==> src/rtl/bcs_pkg.sv <==
// Shared definitions for the branch colour/squash controller.
// Assumes a 16-bit signed branch offset made of two operand bytes.
package bcs_pkg;
    localparam int OFF_W = 16;

    typedef enum logic {
        BR_IDLE    = 1'b0,
        BR_PENDING = 1'b1
    } br_state_e;
endpackage

==> src/rtl/bcs_target.sv <==
// Forms the relative branch target from the opcode byte address and a
// signed offset. The operand bytes arrive high byte first. Pure
// combinational logic; the sum wraps at the address width.
module bcs_target #(
    parameter int ADDR_W = 32
) (
    input  logic [ADDR_W-1:0] op_addr,
    input  logic [7:0]        off_hi,
    input  logic [7:0]        off_lo,
    output logic [ADDR_W-1:0] target
);
    localparam int EXT_W = ADDR_W - bcs_pkg::OFF_W;

    logic [bcs_pkg::OFF_W-1:0] off16;
    logic [ADDR_W-1:0]         off_ext;

    // Join the bytes and sign-extend to the address width, then add.
    always_comb begin
        off16   = {off_hi, off_lo};
        off_ext = {{EXT_W{off16[bcs_pkg::OFF_W-1]}}, off16};
        target  = op_addr + off_ext;
    end
endmodule

==> src/rtl/bcs_tracker.sv <==
// Tracks the single outstanding conditional branch. It holds the target,
// raises the flush and redirect pulses, and owns the colour register.
// Assumes that resolutions arriving with no branch outstanding are stray
// and may be dropped.
module bcs_tracker #(
    parameter int ADDR_W = 32
) (
    input  logic              clk,
    input  logic              rst_n,
    input  logic              br_issue,
    input  logic [ADDR_W-1:0] tgt_in,
    input  logic              res_valid,
    input  logic              res_taken,
    output logic              busy,
    output logic              flush_req,
    output logic              redirect_valid,
    output logic [ADDR_W-1:0] redirect_addr,
    output logic              colour
);
    import bcs_pkg::*;

    br_state_e         state;
    logic [ADDR_W-1:0] tgt_q;
    logic              accept_issue;
    logic              accept_res;

    // Decide which events are accepted in this cycle.
    always_comb begin
        accept_issue = br_issue && (state == BR_IDLE);
        accept_res   = res_valid && (state == BR_PENDING);
    end

    // Sequence the branch state, pulses, target and colour.
    always_ff @(posedge clk) begin
        if (!rst_n) begin
            state          <= BR_IDLE;
            tgt_q          <= '0;
            flush_req      <= 1'b0;
            redirect_valid <= 1'b0;
            colour         <= 1'b0;
        end else begin
            flush_req      <= 1'b0;
            redirect_valid <= 1'b0;
            if (accept_issue) begin
                state     <= BR_PENDING;
                tgt_q     <= tgt_in;
                flush_req <= 1'b1;
            end else if (accept_res) begin
                state <= BR_IDLE;
                if (res_taken) begin
                    redirect_valid <= 1'b1;
                    colour         <= ~colour;
                end
            end
        end
    end

    // Expose the stall and the stored target.
    always_comb begin
        busy          = (state == BR_PENDING);
        redirect_addr = tgt_q;
    end
endmodule

==> src/rtl/bcs_filter.sv <==
// Execute-side squash filter. It passes a micro-instruction only when its
// colour tag matches the live colour. Combinational logic, so it uses the
// colour as it stands before any toggle at the coming edge.
module bcs_filter (
    input  logic ex_valid,
    input  logic ex_colour,
    input  logic cur_colour,
    output logic ex_accept
);
    // Compare the tag against the live colour.
    always_comb begin
        ex_accept = ex_valid && (ex_colour == cur_colour);
    end
endmodule

==> src/rtl/bcs_ctrl.sv <==
// Top level of the branch colour/squash controller. It joins the target
// adder, the outstanding-branch tracker and the execute filter.
// Assumes the decoder obeys issue_stall; an issue made while stalled is
// ignored.
module bcs_ctrl #(
    parameter int ADDR_W = 32
) (
    input  logic              clk,
    input  logic              rst_n,
    input  logic              br_issue,
    input  logic [ADDR_W-1:0] br_op_addr,
    input  logic [7:0]        br_off_hi,
    input  logic [7:0]        br_off_lo,
    input  logic              res_valid,
    input  logic              res_taken,
    input  logic              ex_valid,
    input  logic              ex_colour,
    output logic              issue_stall,
    output logic              flush_req,
    output logic              redirect_valid,
    output logic [ADDR_W-1:0] redirect_addr,
    output logic              uop_colour,
    output logic              ex_accept
);
    logic [ADDR_W-1:0] tgt;
    logic              colour;

    bcs_target #(.ADDR_W(ADDR_W)) u_target (
        .op_addr (br_op_addr),
        .off_hi  (br_off_hi),
        .off_lo  (br_off_lo),
        .target  (tgt)
    );

    bcs_tracker #(.ADDR_W(ADDR_W)) u_tracker (
        .clk            (clk),
        .rst_n          (rst_n),
        .br_issue       (br_issue),
        .tgt_in         (tgt),
        .res_valid      (res_valid),
        .res_taken      (res_taken),
        .busy           (issue_stall),
        .flush_req      (flush_req),
        .redirect_valid (redirect_valid),
        .redirect_addr  (redirect_addr),
        .colour         (colour)
    );

    bcs_filter u_filter (
        .ex_valid   (ex_valid),
        .ex_colour  (ex_colour),
        .cur_colour (colour),
        .ex_accept  (ex_accept)
    );

    // Tag outgoing micro-instructions with the live colour.
    always_comb uop_colour = colour;
endmodule

==> config.mk <==
export PLATFORM = sky130hd
export DESIGN_NAME = bcs_ctrl
export DESIGN_NICKNAME = d
export VERILOG_FILES = /design/src/rtl/bcs_pkg.sv /design/src/rtl/bcs_target.sv /design/src/rtl/bcs_tracker.sv /design/src/rtl/bcs_filter.sv /design/src/rtl/bcs_ctrl.sv
export SDC_FILE = /design/constraint.sdc
export NUM_CORES = 1
export LEC_CHECK = 0
export ABC_AREA = 1
export CAP_MARGIN = 5
export CORE_MARGIN = 5
export CORE_UTILIZATION = 50
export DETAILED_ROUTE_END_ITERATION = 8
export DONT_BUFFER_PORTS = 1
export GPL_ROUTABILITY_DRIVEN = 0
export SLEW_MARGIN = 20
export SYNTH_ARGS = -nofsm -noshare
export SYNTH_HDL_FRONTEND = slang
export SYNTH_SLANG_ARGS = --single-unit
export TNS_END_PERCENT = 1
==> constraint.sdc <==
create_clock -name clk -period 2 [get_ports clk]
set_input_delay 0.4 -clock clk [delete_from_list [all_inputs] [get_ports clk]]
set_output_delay 0.4 -clock clk [all_outputs]
set_load 0.03 [all_outputs]
* Word level (Yosys, flattened, before mapping)
Cells that the tools add are included.
Word-level totals: bits in registers 36, bits in latches 0, memory bits (writable) 0, ROM bits 0, bits of input ports 55, output and inout bits 37, logic and storage cells 22, memories kept 0
Operators by class: add/sub/neg operators 1, $mul 0, divide/modulo/power cells 0, magnitude comparators 0, equal/unequal tests 1, shift-type cells 0, multiplexer cells 4, bitwise operators 5, reductions and logical operators 6
Operators with widths (count):
- $add A32 B32 Y32 | 1
- $not A1 Y1 | 5
- $mux W1 | 4
- $logic_and A1 B1 Y1 | 3
- $reduce_and A3 Y1 | 1
- $reduce_or A3 Y1 | 1
- $reduce_bool A2 Y1 | 1
- $eq A1 B1 Y1 | 1

* Logic depth before layout (Yosys ltp)
Gate-level depths: netlist (run 1).
depth in word-level cells 4, depth in mapped cells 13, mapped depth without buffers 13

* Modules after synthesis
A second synthesis (run 1) with hierarchy kept.
Unflattened totals: cell total of the unflattened synthesis 656, area total of the unflattened synthesis 3691.0 um2
By module, submodules not included:
- bcs_target | times used 1, cells an instance 494, area an instance 2384.8 um2, sequential area each 0.0 um2
- bcs_tracker | times used 1, cells an instance 157, area an instance 1287.5 um2, sequential area each 720.7 um2
- bcs_filter | times used 1, cells an instance 5, area an instance 18.8 um2, sequential area each 0.0 um2

* Worst setup path after synthesis (run 1)
No wires, ideal clock.
path kind input port to flip-flop, start point input br_op_addr[0], end point register u_tracker.tgt_q[20] (netlist: u_tracker.redirect_addr[20]), data arrival time 1.746 ns, setup slack 0.145 ns, stages on the path 12, cell sequence ha_1 > fa_1 > nand3_1 > nand3_1 > nand3_1 > nand3_2 > nand3_1 > nand2_1 > nand2_1 > nand3_1 > nand2_1 > inv_1
Between the ends: cells in the longest elaborated chain, start to end 1
RTL lines:
- start, declared | line bcs_ctrl.sv:11 | input logic [ADDR_W-1:0] br_op_addr,
- $add A32 B32 Y32 | line bcs_target.sv:21 | target = op_addr + off_ext;
- end signal, assigned | line bcs_tracker.sv:46 | tgt_q <= tgt_in;
- end, declared | line bcs_tracker.sv:23 | logic [ADDR_W-1:0] tgt_q;
Every way passes these cells. A chain may end at the register's enable or synchronous reset.

* Worst setup path after layout (run 1)
start point register u_tracker.colour, end point output ex_accept
Between the ends: cells in the longest elaborated chain, start to end 2
RTL lines:
- start, declared | line bcs_tracker.sv:18 | output logic colour
- start signal, assigned | line bcs_tracker.sv:52 | colour <= ~colour;
- $eq A1 B1 Y1 | line bcs_filter.sv:12 | ex_accept = ex_valid && (ex_colour == cur_colour);
- $logic_and A1 B1 Y1 | line bcs_filter.sv:12
- end, declared | line bcs_ctrl.sv:23 | output logic ex_accept
Every way passes these cells.

==> impl_metrics.json, run 1 <==
{
  "skew_ns": 0.00235,
  "syn-num-nets": 774,
  "report.final.slew_viol_count": 0,
  "die_area_sq_um": 9320,
  "final_nets": 783,
  "max_freq_ghz": 0.584,
  "die_x_microns": 96.5,
  "drt_pass1_iterations": 5,
  "p_leak_nw": 2.51,
  "grt_overflow_total": 0,
  "slew_headroom_pct": 72.5,
  "fin_crit_sh_pct": 85.7,
  "p_total_mw": 2.49,
  "wl_per_cell_microns": 12.7,
  "cts_tree": "done",
  "p_per_area_nw_per_um2": 619,
  "drive_gt1_share_pct": 5.16,
  "avgSynthCellArea_sq_um": 5.45,
  "syn_inst": 687,
  "syn_area_sq_um": 3740,
  "start_util_pct": 51.6,
  "yosysTopAreaCellShare_pct": 23.1,
  "viasPerCell": 4.86,
  "route.detailed.drc": 0,
  "layout_setup_ws_ns": 0.286,
  "ys_types": 26,
  "maxCapViolations": 0,
  "cts.reportedPaths.clkPinSlew_ns": 0.07,
  "endpoint_kind": "output port",
  "dp_slack_ns": 0.0369,
  "placeableCoreArea_sq_um": 7250,
  "cts_buffer_depth": 2,
  "ant_nets": 0,
  "synth_seq_area_share_pct": 19.3,
  "grt_pass1_vias": 3554,
  "vias": 3872,
  "hold_path.class": "input pin to register",
  "wl_microns": 10100,
  "diodes": 0,
  "reg2reg_slack_ns": 0.65,
  "synth_warnings": 0,
  "synth_seq_cells": 36,
  "die_h_microns": 96.5,
  "cts_resized": 0,
  "dp_cells": 788,
  "critical_path_class": "register to output port",
  "cts_buffers": 5,
  "worst_slew_pin_slew_ns": 0.413,
  "routed.top_layer": "met4",
  "finalSetupTns_ns": 0,
  "antenna_found_initial": 0,
  "crit_path_start_kind": "register",
  "drt-met1-wl_microns": 5030,
  "dr_wl_met2_microns": 4080,
  "cts_hold_buf": 0,
  "port_buffers": 0,
  "final_hold_viol_count": 0,
  "cts-root-buf": "clkbuf_8",
  "wl_met3_microns": 853,
  "status": "finished clean",
  "grt_pass1_wl_microns": 16500,
  "grt_use_total_pct": 22.4,
  "postCtsSetupBuffers": 0,
  "insertion_delay_ns": 0.28,
  "numClockSinks": 36,
  "setup_viol": 0,
  "required_ns": 1.60,
  "period_needed_ns": 1.71,
  "vdd_ir_drop_max_mv": 0.263,
  "drt-initial-drc-count": 239,
  "worst-path-max-fanout": 4,
  "dp_hpwl_microns": 8540,
  "yosysTopAreaCell": "nand2_1",
  "fin_cells": 796,
  "cp.arrival_ns": 1.31,
  "synth.area.top_cells": "nand2_1, dfxtp_1, inv_1",
  "htreeDepth": 2,
  "ios": 92,
  "grt_max_degree": 30,
  "rsz0062_at_grt": "no",
  "rows": 31,
  "areaGrowthSynthToFinish_pct": 7.29
}
==> cells by family after synthesis <==
logic type,Yosys count,synth area share (%)
AND/OR/NAND/NOR,395,42.5
buffers and inverters,155,15.9
AO/OA/AOI/OAI,54,7.85
flip-flops,36,19.3
adder cells (fa/ha/maj),32,10.9
XOR/XNOR,15,3.51
==> synthesized netlist by cell type (all sizes together) <==
cell type    n
inv        146
fa           1
nor3         3
nand2      236
o21ai       22
and2         1
nand3       43
a21oi       27
buf          4
a21o         1
xnor2        2
nand4        3
nor2       109
ha          31
dfxtp       36
o21bai       4
xor2        13
clkbuf       5
==> where the power goes <==
group	switching (mW)	total, mW	internal [mW]
Clock	0.248	0.618	0.370
Sequential	0.180	0.967	0.787
Combinational	0.585	0.900	0.315
Total	1.01	2.48	1.47
==> critical path, stage by stage (launching register included) <==
cell	delay (ns)
dfxtp_1	0.51
inv_1	0.13
o21ai_0	0.17
a21oi_1	0.06
buf_4	0.17
==> sequential cells by signal, summed over array words and instances, names as in the netlist <==
signal	flops
u_tracker.colour	1
u_tracker.redirect_addr	32
u_tracker.redirect_valid	1
u_tracker.busy	1
u_tracker.flush_req	1
==> per-stage QoR <==
step	cell area [sq um]	hold WS, ns	util [%]
2_1_floorplan	3740	0.493	-
3_3_place_gp	3910	0.500	53.9
3_5_place_dp	3910	0.502	53.9
4_1_cts	4020	0.199	55.4
5_1_grt	4020	0.202	55.4
6_report	4020	0.205	55.4
==> path summary, 6_finish.rpt <==
| kind | startpoint | endpoint | cells past startpoint |
|---|---|---|---|
| setup reg to reg | u_tracker.busy$_SDFFE_PN0P_ | u_tracker.redirect_addr[10]$_SDFFE_PN0P_ | 5 |
| hold / removal | res_valid | u_tracker.busy$_SDFFE_PN0P_ | 1 |
| hold reg to reg | u_tracker.colour$_SDFFE_PN0P_ | u_tracker.colour$_SDFFE_PN0P_ | 2 |
| setup / recovery | u_tracker.colour$_SDFFE_PN0P_ | ex_accept | 4 |
==> final cells by class <==
cell class	instances	area (sq um)
clock buffers	6	72.6
clock inverters	2	35.0
inverters	146	548
repair buffers	11	82.6
multi-input cells	496	2430
flip-flops and latches	36	721
fillers	797	3240
well taps	99	124
==> per-layer routing <==
metal,GRT usage (%),vias to the layer above
li1,-,2075
met1,33.8,1660
met2,33.3,128
met3,3.41,9
met4,4.79,0
met5,0,-
==> placed cells by master (no fill, tap or decap), types with 3 or more instances in the layout <==
cell type  instances
inv_1            146
nand2_1          230
a21oi_1           25
xor2_1            13
nor2_2             5
dfxtp_1           36
ha_1              31
clkbuf_8           5
buf_4             11
nand3_1           41
o21bai_1           3
o21ai_0           21
nor2_1           103
nand2_2            6
nand4_1            3
Power figures use the tool's default switching activity.
==> run 2: changes to the inputs <==
==> constraint.sdc (replaced) <==
create_clock -name clk -period 2 [get_ports clk]
set_input_delay 0.4 -clock clk [delete_from_list [all_inputs] [get_ports clk]]
set_output_delay 0.4 -clock clk [all_outputs]
set_load 0.1 [all_outputs]
==> run 2 against run 1 <==
Combinational power rose by 69%. Fmax decreased by 0.62%. Die area is the same. Worst hold slack gained 0.0024 ns. Worst setup slack got worse by 0.011 ns. Global-route usage shrank 0.26 points. Wire length down 1.1%. Final area increased by 7.1%. Register-to-register slack got worse by 0.14 ns. Power increased by 15%. Critical path type is now input pin to register. Critical endpoint is now u_tracker.redirect_addr[20]$_SDFFE_PN0P_.
==> impl_metrics.json, run 2 (synthesis results as in run 1) <==
{
  "cts_hold_buf": 0,
  "cp.arrival_ns": 1.91,
  "numClockSinks": 36,
  "status": "finished clean",
  "start_util_pct": 51.6,
  "p_switching_mw": 1.40,
  "layout_commonest_cell": "nand2_1",
  "critical_path_class": "input pin to register",
  "grt_overflow_total": 0,
  "required_ns": 2.19,
  "areaGrowthSynthToFinish_pct": 14.9,
  "power_frac_clock_pct": 18.4,
  "cts_tree": "done",
  "ios": 92,
  "crit_top_cell": "nand3_1",
  "skew_ns": 0.00561,
  "cts.reportedPaths.clkPinSlew_ns": 0.07,
  "cts_buffer_depth": 2,
  "placeableCoreArea_sq_um": 7250,
  "dp_hpwl_microns": 8430,
  "grt_use_total_pct": 22.1,
  "drive_gt1_share_pct": 10.1,
  "cpPeakStageDelay_ns": 0.46,
  "drt-initial-drc-count": 233,
  "diodes": 0,
  "pwr-share-seq_pct": 28.5,
  "grt_use_met2_pct": 33.1,
  "endpoint_kind": "register",
  "crit_chain": "ha_1, fa_1, nand3_1, nand3_1, nand3_1, nand3_2, nand3_1, nand2_1, nand2_1, nand3_1, nand2_1, inv_1",
  "rsz0062_at_grt": "no",
  "crit_path_start_kind": "input pin",
  "worst-path-max-fanout": 4,
  "maxCapViolations": 0,
  "route.detailed.drc": 0,
  "final_nets": 818,
  "cts-root-buf": "clkbuf_8",
  "worst_slew_pin_slew_ns": 0.448,
  "p_total_mw": 2.87,
  "vdd_ir_drop_max_mv": 0.271,
  "p_leak_nw": 2.70,
  "antenna_found_initial": 0,
  "cts_resized": 0,
  "grt_max_degree": 30,
  "wl_per_cell_microns": 12.0,
  "setup_viol": 0,
  "die_area_sq_um": 9320,
  "report.final.slew_viol_count": 0,
  "postCtsSetupBuffers": 0,
  "cts_buffers": 5,
  "switching_share_pct": 48.9,
  "p_comb_share_pct": 53.0,
  "drt_pass1_iterations": 6,
  "critical-path-slowest-cell": "fa_1",
  "period_needed_ns": 1.72,
  "ant_nets": 0,
  "grt_pass1_wl_microns": 16200,
  "wl_microns": 9970,
  "final_hold_viol_count": 0,
  "rows": 31,
  "vias": 3966,
  "n_fill_cell": 768,
  "grt_busiest_layer": "met1",
  "viasPerCell": 4.77,
  "largest_reg_flops": 32,
  "fin_crit_sh_pct": 86.2,
  "intPower_mw": 1.47,
  "slew_headroom_pct": 70.1,
  "layout_common_cells": "nand2_1, inv_1, nor2_1",
  "met3_usage_pct": 2.40,
  "die_h_microns": 96.5,
  "die_x_microns": 96.5,
  "insertion_delay_ns": 0.29,
  "htreeDepth": 2,
  "p_per_area_nw_per_um2": 666,
  "finalSetupTns_ns": 0,
  "hold_path.class": "input pin to register",
  "grt_pass1_vias": 3509,
  "port_buffers": 0,
  "use_met1_pct": 33.9,
  "max_freq_ghz": 0.580,
  "reg2reg_slack_ns": 0.51
}
## run 2: changes by cell type in the layout (fill, tap and decap cells not counted), sizes merged
cell,before,now
bufinv,1,0
buf,11,46
clkinv,1,2
## run 2: critical path, delay by kind of cell
| family | cells | cell delay, ns |
|---|---|---|
| buffers and inverters | 1 | 0.03 |
| and+or+nand+nor | 9 | 0.80 |
| adders and majority gates | 2 | 0.68 |
## run 2: cell type report
cell class                      instances  area [sq um]  share of cell area [%]
Clock buffer                            6          82.6                    1.92
Clock inverter                          2          10.0                   0.233
Timing Repair Buffer                   46           370                    8.61
Tap cell                               99           124                    2.88
Sequential cell                        36           722                    16.8
Inverter                              146           548                    12.7
Multi-Input combinational cell        496          2440                    56.8
## run 2: final timing paths
path / to / from / depth (start not counted)
setup reg to reg: u_tracker.redirect_addr[8]$_SDFFE_PN0P_ / u_tracker.busy$_SDFFE_PN0P_ / 4
hold reg to reg: u_tracker.redirect_addr[0]$_SDFFE_PN0P_ / u_tracker.redirect_addr[0]$_SDFFE_PN0P_ / 2
hold / removal: u_tracker.busy$_SDFFE_PN0P_ / res_valid / 1
setup / recovery: u_tracker.redirect_addr[20]$_SDFFE_PN0P_ / br_op_addr[0] / 12
## run 2: metrics by stage
step / cells / util, % / instance area [sq um] / hold slack [ns] / worst slack (ns)
after floorplan: 687 / - / 3760 / 0.493 / 0.145
after global placement: 823 / 58.0 / 4210 / 0.496 / 0.0532
after detailed placement: 823 / 58.0 / 4210 / 0.507 / 0.00568
after CTS: 831 / 59.3 / 4300 / 0.204 / 0.307
after global routing: 831 / 59.3 / 4300 / 0.198 / 0.118
final: 831 / 59.3 / 4300 / 0.208 / 0.276
## run 2: per-layer routing
layer | part of all wire [%] | vias to the layer above
met4 | 0.84 | 0
met3 | 7.3 | 5
li1 | - | 2150
met2 | 40 | 120
met1 | 52 | 1691
met5 | 0 | -
## run 2: power groups by stage
stage	registers, mW	logic [mW]	clock network, mW
final	0.818	1.52	0.528
after global routing	0.825	1.66	0.579
after CTS	0.819	1.52	0.540
after detailed placement	0.836	1.51	0
after global placement	0.833	1.50	0
after floorplan	1.33	0.683	0
==> run 3: changes to the inputs <==
BUFFER_PORTS_ARGS = -buffer_cell sky130_fd_sc_hd__buf_2   (was not set)
DONT_BUFFER_PORTS = not set   (was 1)
PLACE_DENSITY = 0.76   (was not set)
==> run 3 against run 2 <==
Clock skew rose by 0.0052 ns. Via count increased by 9.4%. Critical path depth fell by 8. Utilization grew 4.9 points. Sequential share of layout area fell by 1.3 points. Largest cell class unchanged. Highest routed layer unchanged.
==> impl_metrics.json, run 3 (synthesis results as in run 1) <==
{
  "cts_buffer_depth": 2,
  "setup.worst_path.start": "u_tracker.colour$_SDFFE_PN0P_",
  "cts_buffers": 5,
  "worst-r2r-cell-count": 5,
  "rsz0062_at_grt": "no",
  "p_leak_nw": 3.02,
  "fin_cells": 909,
  "period_needed_ns": 1.84,
  "final_hold_viol_count": 0,
  "finalSetupTns_ns": 0,
  "drt_pass1_iterations": 5,
  "power_frac_clock_pct": 18.6,
  "maxCapViolations": 0,
  "whs_ns": 0.312,
  "start_util_pct": 51.6,
  "die_x_microns": 96.5,
  "viasPerCell": 4.77,
  "drt-initial-drc-count": 275,
  "diodes": 0,
  "status": "finished clean",
  "port_buffers": 91,
  "grt_pass1_wl_microns": 17800,
  "n_fill_cell": 739,
  "cp.arrival_ns": 1.44,
  "final_nets": 897,
  "intPower_mw": 1.55,
  "met3_usage_pct": 3.72,
  "postCtsSetupBuffers": 0,
  "die_area_sq_um": 9320,
  "grt_busiest_layer": "met2",
  "insertion_delay_ns": 0.29,
  "reg2reg_slack_ns": 0.56,
  "slew_headroom_pct": 66.4,
  "dp_cells": 902,
  "p_per_area_nw_per_um2": 641,
  "antenna_found_initial": 0,
  "die_h_microns": 96.5,
  "layout_common_cells": "nand2_1, inv_1, nor2_1",
  "wl_microns": 10700,
  "wl_per_cell_microns": 11.8,
  "required_ns": 1.60,
  "grt_max_degree": 51,
  "cpPeakStageDelay_ns": 0.43,
  "cts.reportedPaths.clkPinSlew_ns": 0.07,
  "r2r-end": "u_tracker.redirect_addr[10]$_SDFFE_PN0P_",
  "max_freq_ghz": 0.543,
  "use_met1_pct": 33.5,
  "worst_slew_pin_slew_ns": 0.507,
  "fin_util_pct": 64.2,
  "areaGrowthSynthToFinish_pct": 24.4,
  "vias": 4339,
  "multiInputGateArea_sq_um": 2440,
  "hold_path.class": "input pin to register",
  "cts_resized": 0,
  "layout_commonest_cell": "nand2_1",
  "cts_hold_buf": 0,
  "endpoint_kind": "output port",
  "largest_reg_flops": 32,
  "r2r_start": "u_tracker.busy$_SDFFE_PN0P_",
  "numClockSinks": 36,
  "cts_tree": "done",
  "critical-path-slowest-cell": "buf_2",
  "critPathCapture": "ex_accept",
  "ios": 92,
  "grt_use_total_pct": 24.1,
  "worst-path-max-fanout": 4,
  "rows": 31,
  "grt_use_met2_pct": 38.5,
  "crit_path_start_kind": "register",
  "fin_crit_sh_pct": 92.0,
  "report.final.slew_viol_count": 0,
  "cts-root-buf": "clkbuf_8",
  "grt_pass1_vias": 3987,
  "register_area_sq_um": 722,
  "grt_overflow_total": 0,
  "switching_share_pct": 48.2,
  "drive_gt1_share_pct": 18.8,
  "htreeDepth": 2,
  "p_switching_mw": 1.44,
  "skew_ns": 0.0108,
  "dp_hpwl_microns": 9090,
  "p_comb_share_pct": 53.8,
  "setup_viol": 0,
  "critical_path_class": "register to output port",
  "crit_chain": "inv_1, o21ai_0, a21oi_4, buf_2",
  "placeableCoreArea_sq_um": 7250,
  "ant_nets": 0,
  "route.detailed.drc": 0,
  "pwr-share-seq_pct": 27.6,
  "vdd_ir_drop_max_mv": 0.275
}
## run 3: how the worst min path moves through the flow
stage	startpoint	end	slack, ns	cells past startpoint
finish	res_valid	u_tracker.busy$_SDFFE_PN0P_	0.31	2
global placement	u_tracker.busy$_SDFFE_PN0P_	u_tracker.busy$_SDFFE_PN0P_	0.48	1
CTS	res_valid	u_tracker.busy$_SDFFE_PN0P_	0.31	2
detailed placement	u_tracker.redirect_addr[0]$_SDFFE_PN0P_	u_tracker.redirect_addr[0]$_SDFFE_PN0P_	0.51	2
global route	res_valid	u_tracker.busy$_SDFFE_PN0P_	0.32	2
floorplan	res_valid	u_tracker.busy$_SDFFE_PN0P_	0.49	1
## run 3: cell type report
class	count	area share [%]
well taps	99	2.66
inverters	146	11.8
multi-input cells	496	52.4
repair buffers	125	15.6
flip-flops and latches	36	15.5
clock buffers	7	2.07
## run 3: power groups by stage
| stage | clock [mW] | combinational (mW) | sequential, mW |
|---|---|---|---|
| 5_1_grt | 0.597 | 1.75 | 0.830 |
| 6_report | 0.556 | 1.61 | 0.822 |
| 3_5_place_dp | 0 | 1.59 | 0.839 |
| 3_3_place_gp | 0 | 1.57 | 0.836 |
| 2_1_floorplan | 0 | 0.683 | 1.33 |
| 4_1_cts | 0.571 | 1.60 | 0.823 |
## run 3: through the flow
stage                     setup WS, ns  area [sq um]  power, mW
after CTS                        0.144          4650       2.99
after global routing           0.00177          4660       3.18
after global placement          -0.110          4560       2.40
final                            0.159          4660       2.98
after floorplan                  0.145          3760       2.01
after detailed placement        -0.134          4560       2.43
## run 3: critical path: cells and delay by family, from the launching register on
| kind | cells | cell delay [ns] |
|---|---|---|
| AO/OA/AOI/OAI | 2 | 0.28 |
| buffers and inverters | 2 | 0.56 |
| flip-flops | 1 | 0.32 |
## run 3: routing by layer
layer	part of all wire (%)	wire length, microns
met1	47	5030
met4	1.7	180
met5	0	0
met2	43	4550
met3	8.7	928
